<file path="src/rtl/uart_txd_pkg.sv">
package uart_txd_pkg;

  localparam int DATA_W   = 8;
  localparam int MIN_BITS = 5;
  // start + data + parity + two stops
  localparam int FRAME_W  = DATA_W + 4;
  localparam int CNT_W    = $clog2(FRAME_W + 1);

  typedef struct packed {
    logic [1:0] len;
    logic       par_en;
    logic       par_odd;
    logic       stop2;
  } frame_cfg_t;

  // Frame image, bit 0 goes out first; unused upper positions stay at mark.
  function automatic logic [FRAME_W-1:0] pack_frame(input logic [DATA_W-1:0] d,
                                                    input frame_cfg_t c);
    logic [FRAME_W-1:0] f;
    logic               p;
    int                 n;
    n    = MIN_BITS + int'(c.len);
    f    = '1;
    f[0] = 1'b0;
    p    = c.par_odd;
    for (int i = 0; i < DATA_W; i++) begin
      if (i < n) begin
        f[1+i] = d[i];
        p      = p ^ d[i];
      end
    end
    if (c.par_en) f[1+n] = p;
    return f;
  endfunction

  function automatic logic [CNT_W-1:0] frame_bits(input frame_cfg_t c);
    return CNT_W'(2 + MIN_BITS + int'(c.len) + int'(c.par_en) + int'(c.stop2));
  endfunction

endpackage

</file>
<file path="src/rtl/uart_txd_hold.sv">
module uart_txd_hold #(
  parameter int W = 8
) (
  input  logic         clk,
  input  logic         rst_n,
  input  logic         mclr,
  input  logic         ld_n,
  input  logic [W-1:0] ld_data,
  input  logic         grant,
  output logic [W-1:0] hold_data,
  output logic         req,
  output logic         empty
);

  logic [W-1:0] data_q;
  logic         data_en;
  logic         strb_q, strb_d;
  logic         pend_q, pend_d;
  logic         empty_q, empty_d;
  logic         rise;

  always_comb begin
    rise    = ld_n & ~strb_q;
    req     = (rise | pend_q) & ~mclr;
    data_en = ~ld_n & ~mclr;
    strb_d  = ld_n;
    pend_d  = req & ~grant;
    empty_d = empty_q;
    if (!ld_n)      empty_d = 1'b0;
    else if (grant) empty_d = 1'b1;
    if (mclr) begin
      strb_d  = 1'b1;
      pend_d  = 1'b0;
      empty_d = 1'b1;
    end
  end

  always_ff @(posedge clk or negedge rst_n) begin
    if (!rst_n) begin
      data_q  <= '0;
      strb_q  <= 1'b1;
      pend_q  <= 1'b0;
      empty_q <= 1'b1;
    end else begin
      if (data_en) data_q <= ld_data;
      strb_q  <= strb_d;
      pend_q  <= pend_d;
      empty_q <= empty_d;
    end
  end

  assign hold_data = data_q;
  assign empty     = empty_q;

endmodule

</file>
<file path="src/rtl/uart_txd_shift.sv">
module uart_txd_shift #(
  parameter int FRAME_W = 12,
  parameter int CNT_W   = 4,
  parameter int OVR     = 16
) (
  input  logic               clk,
  input  logic               rst_n,
  input  logic               mclr,
  input  logic               load,
  input  logic [FRAME_W-1:0] frame_in,
  input  logic [CNT_W-1:0]   nbits_in,
  output logic               ser,
  output logic               free,
  output logic               empty
);

  localparam int TICK_W = (OVR > 1) ? $clog2(OVR) : 1;
  localparam logic [TICK_W-1:0] TICK_LAST = TICK_W'(OVR - 1);

  logic [FRAME_W-1:0] sh_q, sh_d;
  logic [CNT_W-1:0]   left_q, left_d;
  logic [TICK_W-1:0]  tick_q, tick_d;
  logic               empty_q, empty_d;
  logic               busy, bit_end, last_bit;

  always_comb begin
    busy     = (left_q != '0);
    bit_end  = busy & (tick_q == TICK_LAST);
    last_bit = (left_q == CNT_W'(1));
    free     = ~busy | (bit_end & last_bit);

    sh_d    = sh_q;
    left_d  = left_q;
    tick_d  = tick_q;
    empty_d = empty_q;
    if (load) begin
      sh_d    = frame_in;
      left_d  = nbits_in;
      tick_d  = '0;
      empty_d = 1'b0;
    end else if (bit_end) begin
      sh_d   = {1'b1, sh_q[FRAME_W-1:1]};
      left_d = left_q - CNT_W'(1);
      tick_d = '0;
      if (last_bit) empty_d = 1'b1;
    end else if (busy) begin
      tick_d = tick_q + TICK_W'(1);
    end
    if (mclr) begin
      sh_d    = '1;
      left_d  = '0;
      tick_d  = '0;
      empty_d = 1'b1;
    end
  end

  always_ff @(posedge clk or negedge rst_n) begin
    if (!rst_n) begin
      sh_q    <= '1;
      left_q  <= '0;
      tick_q  <= '0;
      empty_q <= 1'b1;
    end else begin
      sh_q    <= sh_d;
      left_q  <= left_d;
      tick_q  <= tick_d;
      empty_q <= empty_d;
    end
  end

  assign ser   = sh_q[0];
  assign empty = empty_q;

endmodule

</file>
<file path="src/rtl/uart_tx_dbuf.sv">
module uart_tx_dbuf
  import uart_txd_pkg::*;
#(
  parameter int OVR = 16
) (
  input  logic              clk,
  input  logic              rst_n,
  input  logic              mclr,
  input  logic              ld_n,
  input  logic [DATA_W-1:0] ld_data,
  input  logic [1:0]        cfg_len,
  input  logic              cfg_par_en,
  input  logic              cfg_par_odd,
  input  logic              cfg_stop2,
  output logic              tx_ser,
  output logic              buf_empty,
  output logic              tx_empty
);

  logic [1:0]         rs_q;
  logic               rst_int_n;
  logic [DATA_W-1:0]  hold_data;
  logic               req, grant, free;
  logic               hold_empty, ser_raw, sh_empty;
  frame_cfg_t         cfg;
  logic [FRAME_W-1:0] frame;
  logic [CNT_W-1:0]   nbits;

  // reset asserts at once, releases after two clock edges
  always_ff @(posedge clk or negedge rst_n) begin
    if (!rst_n) rs_q <= '0;
    else        rs_q <= {rs_q[0], 1'b1};
  end
  assign rst_int_n = rs_q[1];

  always_comb begin
    cfg   = '{len: cfg_len, par_en: cfg_par_en, par_odd: cfg_par_odd, stop2: cfg_stop2};
    frame = pack_frame(hold_data, cfg);
    nbits = frame_bits(cfg);
    grant = req & free;
  end

  uart_txd_hold #(.W(DATA_W)) hold_i (
    .clk       (clk),
    .rst_n     (rst_int_n),
    .mclr      (mclr),
    .ld_n      (ld_n),
    .ld_data   (ld_data),
    .grant     (grant),
    .hold_data (hold_data),
    .req       (req),
    .empty     (hold_empty)
  );

  uart_txd_shift #(.FRAME_W(FRAME_W), .CNT_W(CNT_W), .OVR(OVR)) shift_i (
    .clk      (clk),
    .rst_n    (rst_int_n),
    .mclr     (mclr),
    .load     (grant),
    .frame_in (frame),
    .nbits_in (nbits),
    .ser      (ser_raw),
    .free     (free),
    .empty    (sh_empty)
  );

  assign tx_ser    = mclr | ser_raw;
  assign buf_empty = mclr | hold_empty;
  assign tx_empty  = sh_empty;

endmodule

</file>
<file path="config.mk">
export PLATFORM = sky130hd
export DESIGN_NAME = uart_tx_dbuf
export DESIGN_NICKNAME = d
export VERILOG_FILES = /design/src/rtl/uart_txd_pkg.sv /design/src/rtl/uart_txd_hold.sv /design/src/rtl/uart_txd_shift.sv /design/src/rtl/uart_tx_dbuf.sv
export SDC_FILE = /design/constraint.sdc
export NUM_CORES = 1
export LEC_CHECK = 0
export BUFFER_PORTS_ARGS = -buffer_cell sky130_fd_sc_hd__clkbuf_2
export CAP_MARGIN = 25
export CELL_PAD_IN_SITES_DETAIL_PLACEMENT = 1
export CELL_PAD_IN_SITES_GLOBAL_PLACEMENT = 2
export CORE_MARGIN = 1.5
export CORE_UTILIZATION = 36
export CTS_CLUSTER_SIZE = 24
export DETAILED_ROUTE_END_ITERATION = 7
export PLACE_DENSITY_LB_ADDON = 0.08
export SLEW_MARGIN = 20
export SYNTH_ARGS = -nofsm -noshare
export SYNTH_HDL_FRONTEND = slang
export SYNTH_HIERARCHICAL = 1
export SYNTH_SLANG_ARGS = --single-unit
export TNS_END_PERCENT = 20
</file>
<file path="constraint.sdc">
create_clock -name clk -period 1.82 [get_ports clk]
set_input_delay 0.182 -clock clk [delete_from_list [all_inputs] [get_ports clk]]
set_output_delay 0.182 -clock clk [all_outputs]
set_load 0.01 [all_outputs]
</file>
==> flow_summary.ini <==
[run_status]
status = finished with violations
violations = negative setup slack

[floorplan]
ios = 20
die_h_um = 78.1
fp.coreArea_um2 = 5470
start_util_pct = 37.1
num_rows = 27
die_w_um = 78.1
die-area_um2 = 6100

[routing]
drc = 0
drt_pass1_iterations = 4
post_drt_wl_per_cell_um = 17.3
drt-vias-per-instance = 5.28
final_antenna_net_count = 0
drtIter0Drc = 47
wirelength_mm = 5.95
vias = 1816

[global_route]
track_usage_pct = 20.1
busiest_layer = met2
first_global_vias = 2015
grt_use_met1_pct = 24.1
grt_pass1_wl_mm = 9.50
grt_max_degree = 24
grt_use_met3_pct = 3.95
grtUsageMet2_pct = 36.3
antenna_found_initial = 0
grt.overflow.total = 0

[pwr]
power_w = 0.00231
p_sw_share_pct = 32.5
power_frac_seq_pct = 37.9
p_per_area_nw_per_um2 = 802
clockPowerShare_pct = 25.9
ir_worst_vdd_uv = 386
p_leak_nw = 1.23
combPwrFrac_pct = 36.2
intPower_w = 0.00156
switchingPower_w = 0.000750

[logic_synthesis]
yosysWarnings = 6
synth.yosys.seq_area_share_pct = 42.8
ys_ff_latch = 34
syn_area_um2 = 2030
netlist_instances = 214
post-synth-top-area-fraction_pct = 23.4
ys_top_cells_by_area = dfrtp_1 (23%), dfstp_2 (19%), nor2_1 (5.4%)
synthArstFlopShare_pct = 100
synth_most_common_cell = nor2_1
synth_cell_types = 47
avgSynthCellArea_um2 = 9.49
synthesis.nets = 239
synth-edff-count = 0
yosys-top-cells-count = nor2_1 (29), dfrtp_1 (19), dfstp_2 (15), inv_1 (15), a211oi_1 (14)
synth_flop_cell = dfrtp_1
yosys.area.top_type = dfrtp_1

[critical_path]
reg2reg_depth = 9
end_kind = register
crit_chain = inv_2 > ha_4 > or3b_4 > nand3_2 > a211oi_2 > and2_4 > or2_4 > or4_4 > o31ai_4
critPathTopFamily = simple AND/OR/NAND/NOR gates
crit_path_start_kind = register
cp.depth = 9
worstSetupPathType = reg2reg
r2r_slack_ns = -0.35
rr_startpoint = shift_i/left_q[1]$_DFFE_PN0P_
startpoint = shift_i/left_q[1]$_DFFE_PN0P_
worstPathRequired_ns = 2.02
crit_path_end = shift_i/tick_q[3]$_DFFE_PN0P_
cp_data_arrival_time_ns = 2.37
timing.rr.end = shift_i/tick_q[3]$_DFFE_PN0P_
max_stage_delay_ns = 0.43
crit_buf_inv = 1
crit_fanout = 4
crit_path_top_delay_cell = or4_4

[placed_design]
hpwl_mm = 4.18
io_buffers = 19
place_ws_ns = -0.440
gp_congestion = 0.836
placed_cell_area_um2 = 2480

[timing]
setup_violations = 23
finalHoldViolCount = 0
slew_violations = 0
fin_ws_ns = -0.347
fmax_mhz = 462
rsz0062_at_grt = true
post-route-min-period_ns = 2.17
clock_skew_ns = 0.00575
period_share_pct = 119

[cts]
clockBufferDepth = 2
htree_levels = 2
numCtsBuffers = 5
cts_num_sinks = 34
cts.clk_slew.worst_paths_ns = 0.07
insertion_delay_ns = 0.29
cts-root-buf = clkbuf_8
cts_tree = done

[run]
maxCapViolCount = 0

[final_layout]
register_area_um2 = 870
syn2layout_area_growth_pct = 41.8
diodes = 0
fin_area_um2 = 2880
drive_above_1_share_pct = 52.2
multi_input_area_um2 = 1290
nFillCells = 635
num-nets-final = 296

[hold_path]
holdCritStartpoint = ld_data[1]
hold_class = in2reg
-- state kept, by name, summed over array words and instances, names as in the netlist --
name and cells:
hold_i/empty 1, hold_i/hold_data 8, hold_i/pend_q 1, hold_i/strb_q 1, rs_q 2, shift_i/empty 1, shift_i/left_q 4, shift_i/sh_q 12
shift_i/tick_q 4
-- cells by family after synthesis --
family | count (synthesis) | share of synthesized area (%)
XOR/XNOR | 12 | 5.85
AND/OR/NAND/NOR | 78 | 19.8
buffers and inverters | 30 | 6.53
other | 2 | 0.370
multiplexers | 9 | 4.99
adder cells (fa/ha/maj) | 8 | 5.30
flip-flops | 34 | 42.8
AO/OA/AOI/OAI | 41 | 14.3
-- stage by stage --
step | hold slack, ns | std cells | util (%) | setup TNS [ns]
global route | 0.127 | 344 | 52.6 | -6.14
floorplan | -0.114 | 214 | - | -8.18
CTS | 0.119 | 342 | 50.0 | -4.56
detailed placement | -0.0295 | 331 | 45.2 | -7.22
finish | 0.124 | 344 | 52.6 | -4.43
global placement | -0.0313 | 331 | 45.2 | -5.67
-- worst register-to-register path: stages (launching register included) --
cell and delay, ns:
dfrtp_1 0.40, inv_2 0.09, ha_4 0.13, or3b_4 0.38, nand3_2 0.09, a211oi_2 0.07, and2_4 0.16, or2_4 0.27
or4_4 0.43, o31ai_4 0.07
-- worst min path at each step --
stage / to / slack [ns] / cells after the start
detailed placement: rs_q[0]$_DFF_PN0_ / -0.03 / 1
global placement: rs_q[0]$_DFF_PN0_ / -0.03 / 1
CTS: hold_i/hold_data[1]$_DFFE_PN0P_ / 0.12 / 2
global route: hold_i/hold_data[7]$_DFFE_PN0P_ / 0.13 / 2
floorplan: rs_q[0]$_DFF_PN0_ / -0.11 / 0
finish: hold_i/hold_data[1]$_DFFE_PN0P_ / 0.12 / 2
-- final cells by class --
cell class | count | area share, %
inverters | 16 | 2.17
clock inverters | 2 | 0.435
multi-input cells | 150 | 44.8
repair buffers | 64 | 16.4
well taps | 72 | 3.13
flip-flops and latches | 34 | 30.2
clock buffers | 6 | 2.87
-- cell usage in the layout, fill, tap and decap left out, types with 6 or more instances in the layout --
cell and instances:
nor4_4 7, a211oi_2 9, clkbuf_2 19, buf_4 40
dfstp_2 15, dfrtp_1 19, mux2_2 9, ha_1 6
nor2_1 26, clkbuf_8 6, inv_1 13, nand2_1 10
a21oi_1 7
-- power by group through the flow --
stage / logic [W] / clock network (W) / registers [W]
6_report: 0.000835 / 0.000597 / 0.000875
2_1_floorplan: 0.000424 / 0 / 0.000884
3_3_place_gp: 0.000676 / 0 / 0.000877
4_1_cts: 0.000757 / 0.000624 / 0.000872
5_1_grt: 0.000907 / 0.000656 / 0.000884
3_5_place_dp: 0.000704 / 0 / 0.000882
-- what timing repair did --
| action | CTS | global route |
|---|---|---|
| hold buffers | 1 | 0 |
| buffers inserted | 2 | 2 |
| cloned | 0 | 0 |
| resized for setup | 28 | 24 |
| endpoints found under the hold margin | 2 | 0 |
| endpoints found under the setup margin | 23 | 23 |
| pin swaps | 2 | 4 |
-- metal layers --
| metal | wire length, um | share of wire, % | vias up |
|---|---|---|---|
| met4 | 55 | 0.92 | 0 |
| met1 | 2590 | 43 | 917 |
| li1 | - | - | 863 |
| met2 | 3160 | 53 | 30 |
| met3 | 149 | 2.5 | 6 |
| met5 | 0 | 0 | - |
(Power assumes the default switching activity.)
